[src/rtl/rfs_pkg.sv]
package rfs_pkg;

    localparam int STAT_W = 3;

    // status bit positions
    localparam int ST_BIT_POR_EXP = 0;
    localparam int ST_BIT_BUSY    = 1;
    localparam int ST_BIT_PERIOD  = 2;

    typedef enum logic [1:0] {
        ST_POR_REQ = 2'd0,
        ST_IDLE    = 2'd1,
        ST_BUSY    = 2'd2,
        ST_PER_REQ = 2'd3
    } rfs_state_e;

    typedef struct packed {
        rfs_state_e state;
        logic       por_exp;
    } rfs_ctl_t;

endpackage

[src/rtl/rfs_tick_gen.sv]
module rfs_tick_gen #(
    parameter int CLK_PER_SEC = 50_000_000
) (
    input  logic clk,
    input  logic rst_n,
    output logic sec_tick
);
    generate
        if (CLK_PER_SEC <= 1) begin : g_passthru
            assign sec_tick = 1'b1;
        end else begin : g_div
            localparam int PW = $clog2(CLK_PER_SEC);
            localparam logic [PW-1:0] LAST = PW'(CLK_PER_SEC - 1);

            logic [PW-1:0] pre_d, pre_q;

            always_comb begin
                if (pre_q == LAST) pre_d = '0;
                else               pre_d = pre_q + 1'b1;
            end

            always_ff @(posedge clk or negedge rst_n) begin
                if (!rst_n) pre_q <= '0;
                else        pre_q <= pre_d;
            end

            assign sec_tick = (pre_q == LAST);
        end
    endgenerate
endmodule

[src/rtl/rfs_sec_cnt.sv]
module rfs_sec_cnt #(
    parameter int LIMIT = 20
) (
    input  logic clk,
    input  logic rst_n,
    input  logic clr,
    input  logic en,
    input  logic sec_tick,
    output logic hit
);
    localparam int CW = $clog2(LIMIT + 1);
    localparam logic [CW-1:0] LIM = CW'(LIMIT);

    logic [CW-1:0] cnt_d, cnt_q;

    always_comb begin
        cnt_d = cnt_q;
        if (clr)
            cnt_d = '0;
        else if (en && sec_tick && (cnt_q != LIM))
            cnt_d = cnt_q + 1'b1;
    end

    always_ff @(posedge clk or negedge rst_n) begin
        if (!rst_n) cnt_q <= '0;
        else        cnt_q <= cnt_d;
    end

    assign hit = (cnt_q == LIM);
endmodule

[src/rtl/nvm_refresh_sched.sv]
module nvm_refresh_sched
    import rfs_pkg::*;
#(
    parameter int CLK_PER_SEC  = 50_000_000,
    parameter int POR_WINDOW_S = 20,
    parameter int PERIOD_S     = 2_592_000
) (
    input  logic              clk,
    input  logic              rst_n,
    input  logic              host_ack,
    input  logic              host_done,
    output logic              refresh_req,
    output logic [STAT_W-1:0] status
);
    rfs_ctl_t ctl_d, ctl_q;
    logic     sec_tick;
    logic     por_hit;
    logic     ivl_hit;
    logic     restart;
    logic     in_por;

    assign in_por  = (ctl_q.state == ST_POR_REQ);
    assign restart = host_ack && (in_por || (ctl_q.state == ST_PER_REQ));

    rfs_tick_gen #(.CLK_PER_SEC(CLK_PER_SEC)) u_tick (
        .clk      (clk),
        .rst_n    (rst_n),
        .sec_tick (sec_tick)
    );

    rfs_sec_cnt #(.LIMIT(POR_WINDOW_S)) u_por_cnt (
        .clk      (clk),
        .rst_n    (rst_n),
        .clr      (1'b0),
        .en       (in_por),
        .sec_tick (sec_tick),
        .hit      (por_hit)
    );

    rfs_sec_cnt #(.LIMIT(PERIOD_S)) u_ivl_cnt (
        .clk      (clk),
        .rst_n    (rst_n),
        .clr      (restart),
        .en       (1'b1),
        .sec_tick (sec_tick),
        .hit      (ivl_hit)
    );

    always_comb begin
        ctl_d = ctl_q;
        unique case (ctl_q.state)
            ST_POR_REQ: begin
                if (host_ack) begin
                    ctl_d.state = ST_BUSY;
                end else if (por_hit) begin
                    ctl_d.state   = ST_IDLE;
                    ctl_d.por_exp = 1'b1;
                end
            end
            ST_IDLE: begin
                if (ivl_hit) ctl_d.state = ST_PER_REQ;
            end
            ST_BUSY: begin
                if (host_done) ctl_d.state = ST_IDLE;
            end
            ST_PER_REQ: begin
                if (host_ack) ctl_d.state = ST_BUSY;
            end
            default: ctl_d.state = ST_IDLE;
        endcase
    end

    always_ff @(posedge clk or negedge rst_n) begin
        if (!rst_n) begin
            ctl_q.state   <= ST_POR_REQ;
            ctl_q.por_exp <= 1'b0;
        end else begin
            ctl_q <= ctl_d;
        end
    end

    assign refresh_req = in_por || (ctl_q.state == ST_PER_REQ);

    always_comb begin
        status                 = '0;
        status[ST_BIT_POR_EXP] = ctl_q.por_exp;
        status[ST_BIT_BUSY]    = (ctl_q.state == ST_BUSY);
        status[ST_BIT_PERIOD]  = (ctl_q.state == ST_PER_REQ);
    end
endmodule

[config.mk]
export PLATFORM = sky130hd
export DESIGN_NAME = nvm_refresh_sched
export DESIGN_NICKNAME = d
export VERILOG_FILES = /design/src/rtl/rfs_pkg.sv /design/src/rtl/rfs_tick_gen.sv /design/src/rtl/rfs_sec_cnt.sv /design/src/rtl/nvm_refresh_sched.sv
export SDC_FILE = /design/constraint.sdc
export NUM_CORES = 1
export LEC_CHECK = 0
export BUFFER_PORTS_ARGS = -buffer_cell sky130_fd_sc_hd__buf_4
export CORE_MARGIN = 2
export CORE_UTILIZATION = 30
export CTS_CLUSTER_DIAMETER = 200
export DETAILED_ROUTE_END_ITERATION = 10
export GPL_TIMING_DRIVEN = 1
export HOLD_SLACK_MARGIN = 0.12
export PLACE_DENSITY = 0.55
export SETUP_SLACK_MARGIN = 0.4
export SLEW_MARGIN = 0
export SYNTH_ARGS = -nofsm -noshare
export SYNTH_HDL_FRONTEND = slang
export SYNTH_SLANG_ARGS = --single-unit
[constraint.sdc]
create_clock -name clk -period 2.8 [get_ports clk]
set_clock_uncertainty 0.1 [all_clocks]
set_input_delay 0.14 -clock clk [delete_from_list [all_inputs] [get_ports clk]]
set_output_delay 0.14 -clock clk [all_outputs]
set_load 0.02 [all_outputs]
==> impl_metrics.csv, run 1 <==
group,metric,value,unit
logic_synthesis,syn_area,2980,µm²
finish,fin_util,0.3462,
die,dieHeight,103.7,µm
logic_synthesis,syn_avg_cell_area,9.902,µm²
clock_tree,insertion_delay,0.32,ns
hold_path,hp-start,"host_done",
route,drtIter0Drc,92,
setup_path,required,2.95,ns
logic_synthesis,synth_flop_cell,"dfrtp_1",
sta,tns,0,ns
logic_synthesis,ys_warn_count,0,
logic_synthesis,synth_nets,315,
route,vias,2294,
finish,final_cell_mix,"dfrtp_1 (56), nor2_1 (27), nand2_1 (21)",
sta,fin_ws,0.5303,ns
logic_synthesis,ys_types,43,
setup_path,start_kind,"register",
setup_path,worstPathCellList,"nor4_1 -> and4_2 -> o211ai_4 -> or4_1 -> a21oi_1",
sta,max_slew_margin,0.4843,
route,wl_per_cell,14.09,µm
die,rows,36,
place,io_buffers,7,
finish,diodes,0,
run_status,outcome,"finished clean",
logic_synthesis,synth-async-reset-ratio,1.000,
setup_path,cp_slowest_cell,"or4_1",
setup_path,worstSetupStartpoint,"u_tick.g_div.pre_q[10]",
place,place.gp.congestion,0.7727,
finish,area_growth,13.01,%
logic_synthesis,ys_seq_elements,56,
sta,fmax,440.6,MHz
grt,grt_pass1_vias,2252,
logic_synthesis,synth-edff-count,0,
grt,grt_pass1_wl,10890,µm
sta,rsz0062_at_grt,"true",
setup_path,worstPathArrival,2.42,ns
clock_tree,path_clk_slew,0.10,ns
clock_tree,numCtsBuffers,5,
setup_path,cp_max_fo,11,
setup_path,crit_path_end_kind,"register",
place,dp_hpwl,3869,µm
route,drc,0,
setup_path,crit_type,"reg -> reg",
logic_synthesis,yosys.area.top_type,"dfrtp_1",
route,first_pass_iters,4,
logic_synthesis,synth_cells,301,
job,cap_violations,0,
finish,multi_input_area,1553,µm²
grt,grt_max_degree,57,
clock_tree,clk_path_buf_depth,2,
setup_path,rr_startpoint,"u_tick.g_div.pre_q[10]",
finish,drive_gt1_frac,0.1139,
clock_tree,htree_num_levels,2,
finish,n_fill_cell,1002,
die,initial_core_util,0.3063,
sta,period_share,0.8106,
power_and_ir_drop,ir_drop,0.0002779,V
die,dieArea,10750,µm²
hold_path,min_path_type,"in -> reg",
place,place_ws,0.3100,ns
sta,finalHoldViolCount,0,
logic_synthesis,synth_top_area_share,0.4702,
power_and_ir_drop,p_leak,1.418,nW
die,dieWidth,103.7,µm
die,core,9729,µm²
grt,antenna_found_initial,0,
grt,grt_use_total,0.1209,
finish,finalNetCount,329,
route,viasPerCell,5.109,
power_and_ir_drop,powerDensity,476.6,nW/µm²
setup_path,crit_family,"simple AND/OR/NAND/NOR gates",
route,drt_wl_total,6325,µm
clock_tree,tritoncts,"yes",
setup_path,critPathBufInv,0,
route,antenna_left,0,
sta,slew_violations,0,
clock_tree,clkSinkCount,56,
setup_path,slowest_delay,0.55,ns
sta,tightest_slew,0.7672,ns
sta,period_minus_slack,2.270,ns
logic_synthesis,yosys-top-cells-area,"dfrtp_1 (47%), xor2_1 (4.4%), ha_1 (4.2%), xnor2_1 (4.1%), nor2_1 (3.4%)",
sta,setup_viol,0,
clock_tree,root_buffer,"clkbuf_8",
grt,overflow,0,
logic_synthesis,ys_seq_area_frac,0.4702,
die,io_pins,8,
finish,regArea,1401,µm²
finish,final_common_cell,"dfrtp_1",
through the flow:
step	instances	cell area, µm²	power, mW	hold slack, ns
floorplan	301	2980	1.043	-0.2556
CTS	446	3321	1.628	0.2296
detailed placement	433	3167	1.148	0.1524
finish	449	3368	1.605	0.2352
global route	449	3368	1.696	0.2407
global placement	433	3167	1.144	0.1506
kinds of logic after synthesis:
logic type / Yosys count / share of synthesized area
AOI/OAI and AO/OA: 42 / 0.08564
xor gates and xnor gates: 29 / 0.08522
adders and majority gates: 10 / 0.04198
buffers and inverters: 20 / 0.02981
DFF: 56 / 0.4702
muxes: 5 / 0.01721
and+or+nand+nor: 139 / 0.2700
sequential cells by signal, summed over array words and instances, names as in the netlist:
name / flops
ctl_q: 2
u_ivl_cnt.cnt_q: 22
u_por_cnt.cnt_q: 5
u_tick.g_div.pre_q: 26
status: 1
worst paths after layout:
| path | to | slack, ns | cells after the start |
|---|---|---|---|
| max | u_ivl_cnt.cnt_q[9] | 0.53 | 5 |
| min | ctl_q[1] | 0.24 | 4 |
| min reg2reg | status[0] | 0.39 | 1 |
| max in group asynchronous | u_ivl_cnt.cnt_q[13] | 1.81 | 2 |
| min in group asynchronous | u_tick.g_div.pre_q[15] | 0.32 | 2 |
| max reg2reg | u_ivl_cnt.cnt_q[9] | 0.53 | 5 |
tightest hold or removal path, delay by kind of cell:
| family | cells | cell delay (ns) |
|---|---|---|
| buf+inv | 1 | 0.07 |
| compound gates | 1 | 0.21 |
| simple gates | 1 | 0.11 |
| mux | 1 | 0.08 |
final cells by class:
class | instances | area share
Clock inverter | 2 | 0.002972
Multi-Input combinational cell | 228 | 0.4610
Timing Repair Buffer | 15 | 0.03603
Clock buffer | 6 | 0.02452
Tap cell | 133 | 0.04941
Sequential cell | 56 | 0.4160
Inverter | 9 | 0.01003
repair_timing:
| action | CTS | global route |
|---|---|---|
| resized for setup | 2 | 3 |
| setup endpoints to repair | 7 | 16 |
| gates cloned | 1 | 2 |
| setup buffers | 2 | 1 |
| hold endpoints to repair | 60 | 0 |
| pin swaps | 2 | 2 |
| hold buffers | 2 | 0 |
metal layers:
metal  wire [µm]  track usage  vias up
li1            -            -     1115
met1        3158       0.1663     1145
met2        2944       0.1977       30
met3         189      0.03021        4
met4          32      0.01737        0
met5           0            0        -
synthesized netlist by cell type, drive strengths merged (4+ instances only):
cell / n
a21oi: 19
and3: 11
and4: 5
buf: 5
clkbuf: 6
dfrtp: 56
ha: 10
inv: 9
mux2i: 4
nand2: 21
nand3: 20
nand4: 13
nor2: 27
nor4: 6
o21ai: 12
o31ai: 7
or3: 11
or4: 9
xnor2: 14
xor2: 15
report_power, final:
part	switching [mW]	internal [mW]	total [mW]	leakage, nW
registers	0.0107	0.821	0.831	0.766
clock network	0.274	0.199	0.473	0.0510
logic	0.192	0.109	0.301	0.602
Power figures use the tool's default switching activity.
==> run 2, diff against run 1 <==
--- a/config.mk
+++ b/config.mk
@@ -12,7 +12,7 @@
 export DETAILED_ROUTE_END_ITERATION = 10
 export GPL_TIMING_DRIVEN = 1
 export HOLD_SLACK_MARGIN = 0.12
-export PLACE_DENSITY = 0.55
+export PLACE_DENSITY = 0.57
 export SETUP_SLACK_MARGIN = 0.4
 export SLEW_MARGIN = 0
 export SYNTH_ARGS = -nofsm -noshare
==> constraint.sdc (replaced) <==
create_clock -name clk -period 1.9 [get_ports clk]
set_clock_uncertainty 0.1 [all_clocks]
set_input_delay 0.095 -clock clk [delete_from_list [all_inputs] [get_ports clk]]
set_output_delay 0.095 -clock clk [all_outputs]
set_load 0.02 [all_outputs]
==> run 2 against run 1 <==
Effect of this change: the flow now finishes with violations (negative setup slack); sequential share of layout area shrank 10 points; setup slack lost 0.73 ns; via count grew 15%; first-iteration DRC count shrank 13%; register-to-register slack lost 0.73 ns; clock power grew 47%; sequential power grew 47%; maximum frequency grew 8.0%; sequential cell count is the same; cell area grew 33%; critical path depth grew 1; utilization grew 12 points; highest routed layer unchanged.
==> impl_metrics.csv, run 2 (synthesized netlist as in run 1, its figures left out) <==
group,metric,value,unit
place,place.gp.congestion,0.7923,
clock_tree,numCtsBuffers,5,
grt,grt_pass1_wl,12370,µm
sta,finalHoldViolCount,0,
finish,largest_reg_flops,26,
setup_path,start_kind,"register",
finish,largest-register,"u_tick.g_div.pre_q",
clock_tree,path_clk_slew,0.11,ns
route,antenna_left,0,
route,drt_wl_total,7222,µm
finish,finalNetCount,423,
finish,drive_gt1_frac,0.4415,
finish,area_growth,50.80,%
job,cap_violations,0,
sta,period_minus_slack,2.102,ns
run_status,outcome,"finished, violations left",
power_and_ir_drop,intPower,1.714,mW
sta,fin_ws,-0.2024,ns
die,rows,36,
setup_path,crit_path_end_kind,"register",
grt,grt_pass1_vias,2636,
sta,setup_viol,26,
power_and_ir_drop,sw_frac_of_total,0.3110,
clock_tree,root_buffer,"clkbuf_8",
power_and_ir_drop,seqPwrFrac,0.491,
route,drc,0,
route,drtIter0Drc,80,
sta,rsz0062_at_grt,"true",
place,io_buffers,7,
route,first_pass_iters,4,
sta,slew_violations,0,
grt,grt_max_degree,57,
clock_tree,insertion_delay,0.32,ns
finish,layoutNonFillerInstCount,543,
route,wl_per_cell,13.30,µm
power_and_ir_drop,powerDensity,553.4,nW/µm²
route,vias,2627,
run_status,violations,"negative setup slack",
power_and_ir_drop,p_leak,2.027,nW
clock_tree,tritoncts,"yes",
grt,overflow,0,
setup_path,worstPathArrival,2.26,ns
power_and_ir_drop,switchingPower,773.4,µW
power_and_ir_drop,power_frac_comb,0.230,
setup_path,timing.reg2reg.setup_slack,-0.20,ns
setup_path,worstSetupStartpoint,"u_tick.g_div.pre_q[7]",
finish,n_fill_cell,905,
grt,grt_use_total,0.1371,
finish,final_common_cell,"buf_4",
power_and_ir_drop,pwr-share-clk,0.279,
die,dieArea,10750,µm²
clock_tree,clk_path_buf_depth,2,
clock_tree,htree_num_levels,2,
die,core,9729,µm²
sta,tightest_slew,0.7201,ns
setup_path,required,2.05,ns
die,initial_core_util,0.3063,
grt,antenna_found_initial,0,
finish,diodes,0,
finish,final_cell_mix,"buf_4 (87), dfrtp_1 (56), buf_6 (20)",
place,dp_cells,501,
die,dieHeight,103.7,µm
finish,reg_top3,"u_tick.g_div.pre_q x26, u_ivl_cnt.cnt_q x22, u_por_cnt.cnt_q x5",
sta,period_share,1.107,
place,dp_hpwl,4511,µm
setup_path,crit_type,"reg -> reg",
route,viasPerCell,4.838,
clock_tree,clkSinkCount,56,
die,dieWidth,103.7,µm
finish,final_area,4494,µm²
hold_path,min_path_type,"in -> reg",
power_and_ir_drop,ir_drop,0.0006118,V
sta,fmax,475.6,MHz
die,io_pins,8,
setup_path,r2r-end,"u_ivl_cnt.cnt_q[18]",
setup_path,cp_max_fo,7,
setup_path,reg2reg_depth,6,
sta,max_slew_margin,0.5199,
place,placed_cell_area,3739,µm²
setup_path,crit_path_end,"u_ivl_cnt.cnt_q[18]",
setup_path,rr_startpoint,"u_tick.g_div.pre_q[7]",
sta,whs,0.1579,ns
-- run 2: layout make-up --
class / instances / area (µm²) / share of cell area
clock inverter: 3 / 23.77 / 0.005290
sequential: 56 / 1401 / 0.3118
inverter: 9 / 33.78 / 0.007517
timing repair buffer: 111 / 945.9 / 0.2105
tap: 133 / 166.4 / 0.03703
multi-input combinational: 226 / 1854 / 0.4126
clock buffer: 5 / 68.82 / 0.01531
-- run 2: how the worst min path moves through the flow --
stage / cells after the start / startpoint / to
2_1_floorplan: 0 / rst_n / ctl_q[1]
3_3_place_gp: 1 / rst_n / u_tick.g_div.pre_q[7]
3_5_place_dp: 1 / rst_n / u_tick.g_div.pre_q[4]
4_1_cts: 4 / host_done / ctl_q[2]
5_1_grt: 4 / host_done / ctl_q[1]
6_report: 4 / host_done / ctl_q[2]
-- run 2: worst max-delay path: stages, from the launching register on --
cell and delay (ns):
dfrtp_1 0.42, nor4b_4 0.31, and4_4 0.33, o211ai_4 0.15, buf_4 0.17, or4_1 0.41, a21oi_2 0.15
-- run 2: repair_timing --
action                     CTS  global route
buffers inserted            24             6
hold buffers                 2             0
pin swaps                   41            14
hold endpoints to repair    61             0
gates cloned                 2             0
gates resized for setup     61            25
setup endpoints to repair   50            51
-- run 2: power groups by stage --
stage / sequential (mW) / clock (mW) / combinational (mW)
floorplan: 1.24 / 0 / 0.313
global placement: 1.25 / 0 / 0.465
detailed placement: 1.25 / 0 / 0.470
CTS: 1.22 / 0.711 / 0.549
global route: 1.22 / 0.761 / 0.624
finish: 1.22 / 0.694 / 0.571
-- run 2: per-stage QoR --
stage | power, mW | utilization | TNS (ns) | setup slack (ns)
floorplan | 1.558 | - | -0.9696 | -0.08003
global placement | 1.712 | 0.3843 | -3.295 | -0.2166
detailed placement | 1.718 | 0.3843 | -4.095 | -0.2956
CTS | 2.480 | 0.4439 | -2.807 | -0.1786
global route | 2.609 | 0.4619 | -5.418 | -0.2885
finish | 2.487 | 0.4619 | -3.069 | -0.2024
-- run 2: per-layer routing --
layer / wire, µm / track usage / share of wire / up-vias
met3: 122 / 0.02391 / 0.017 / 6
met1: 3400 / 0.1818 / 0.47 / 1297
li1: - / - / - / 1303
met2: 3642 / 0.2365 / 0.50 / 21
met5: 0 / 0 / 0 / -
met4: 57 / 0.02703 / 0.0079 / 0
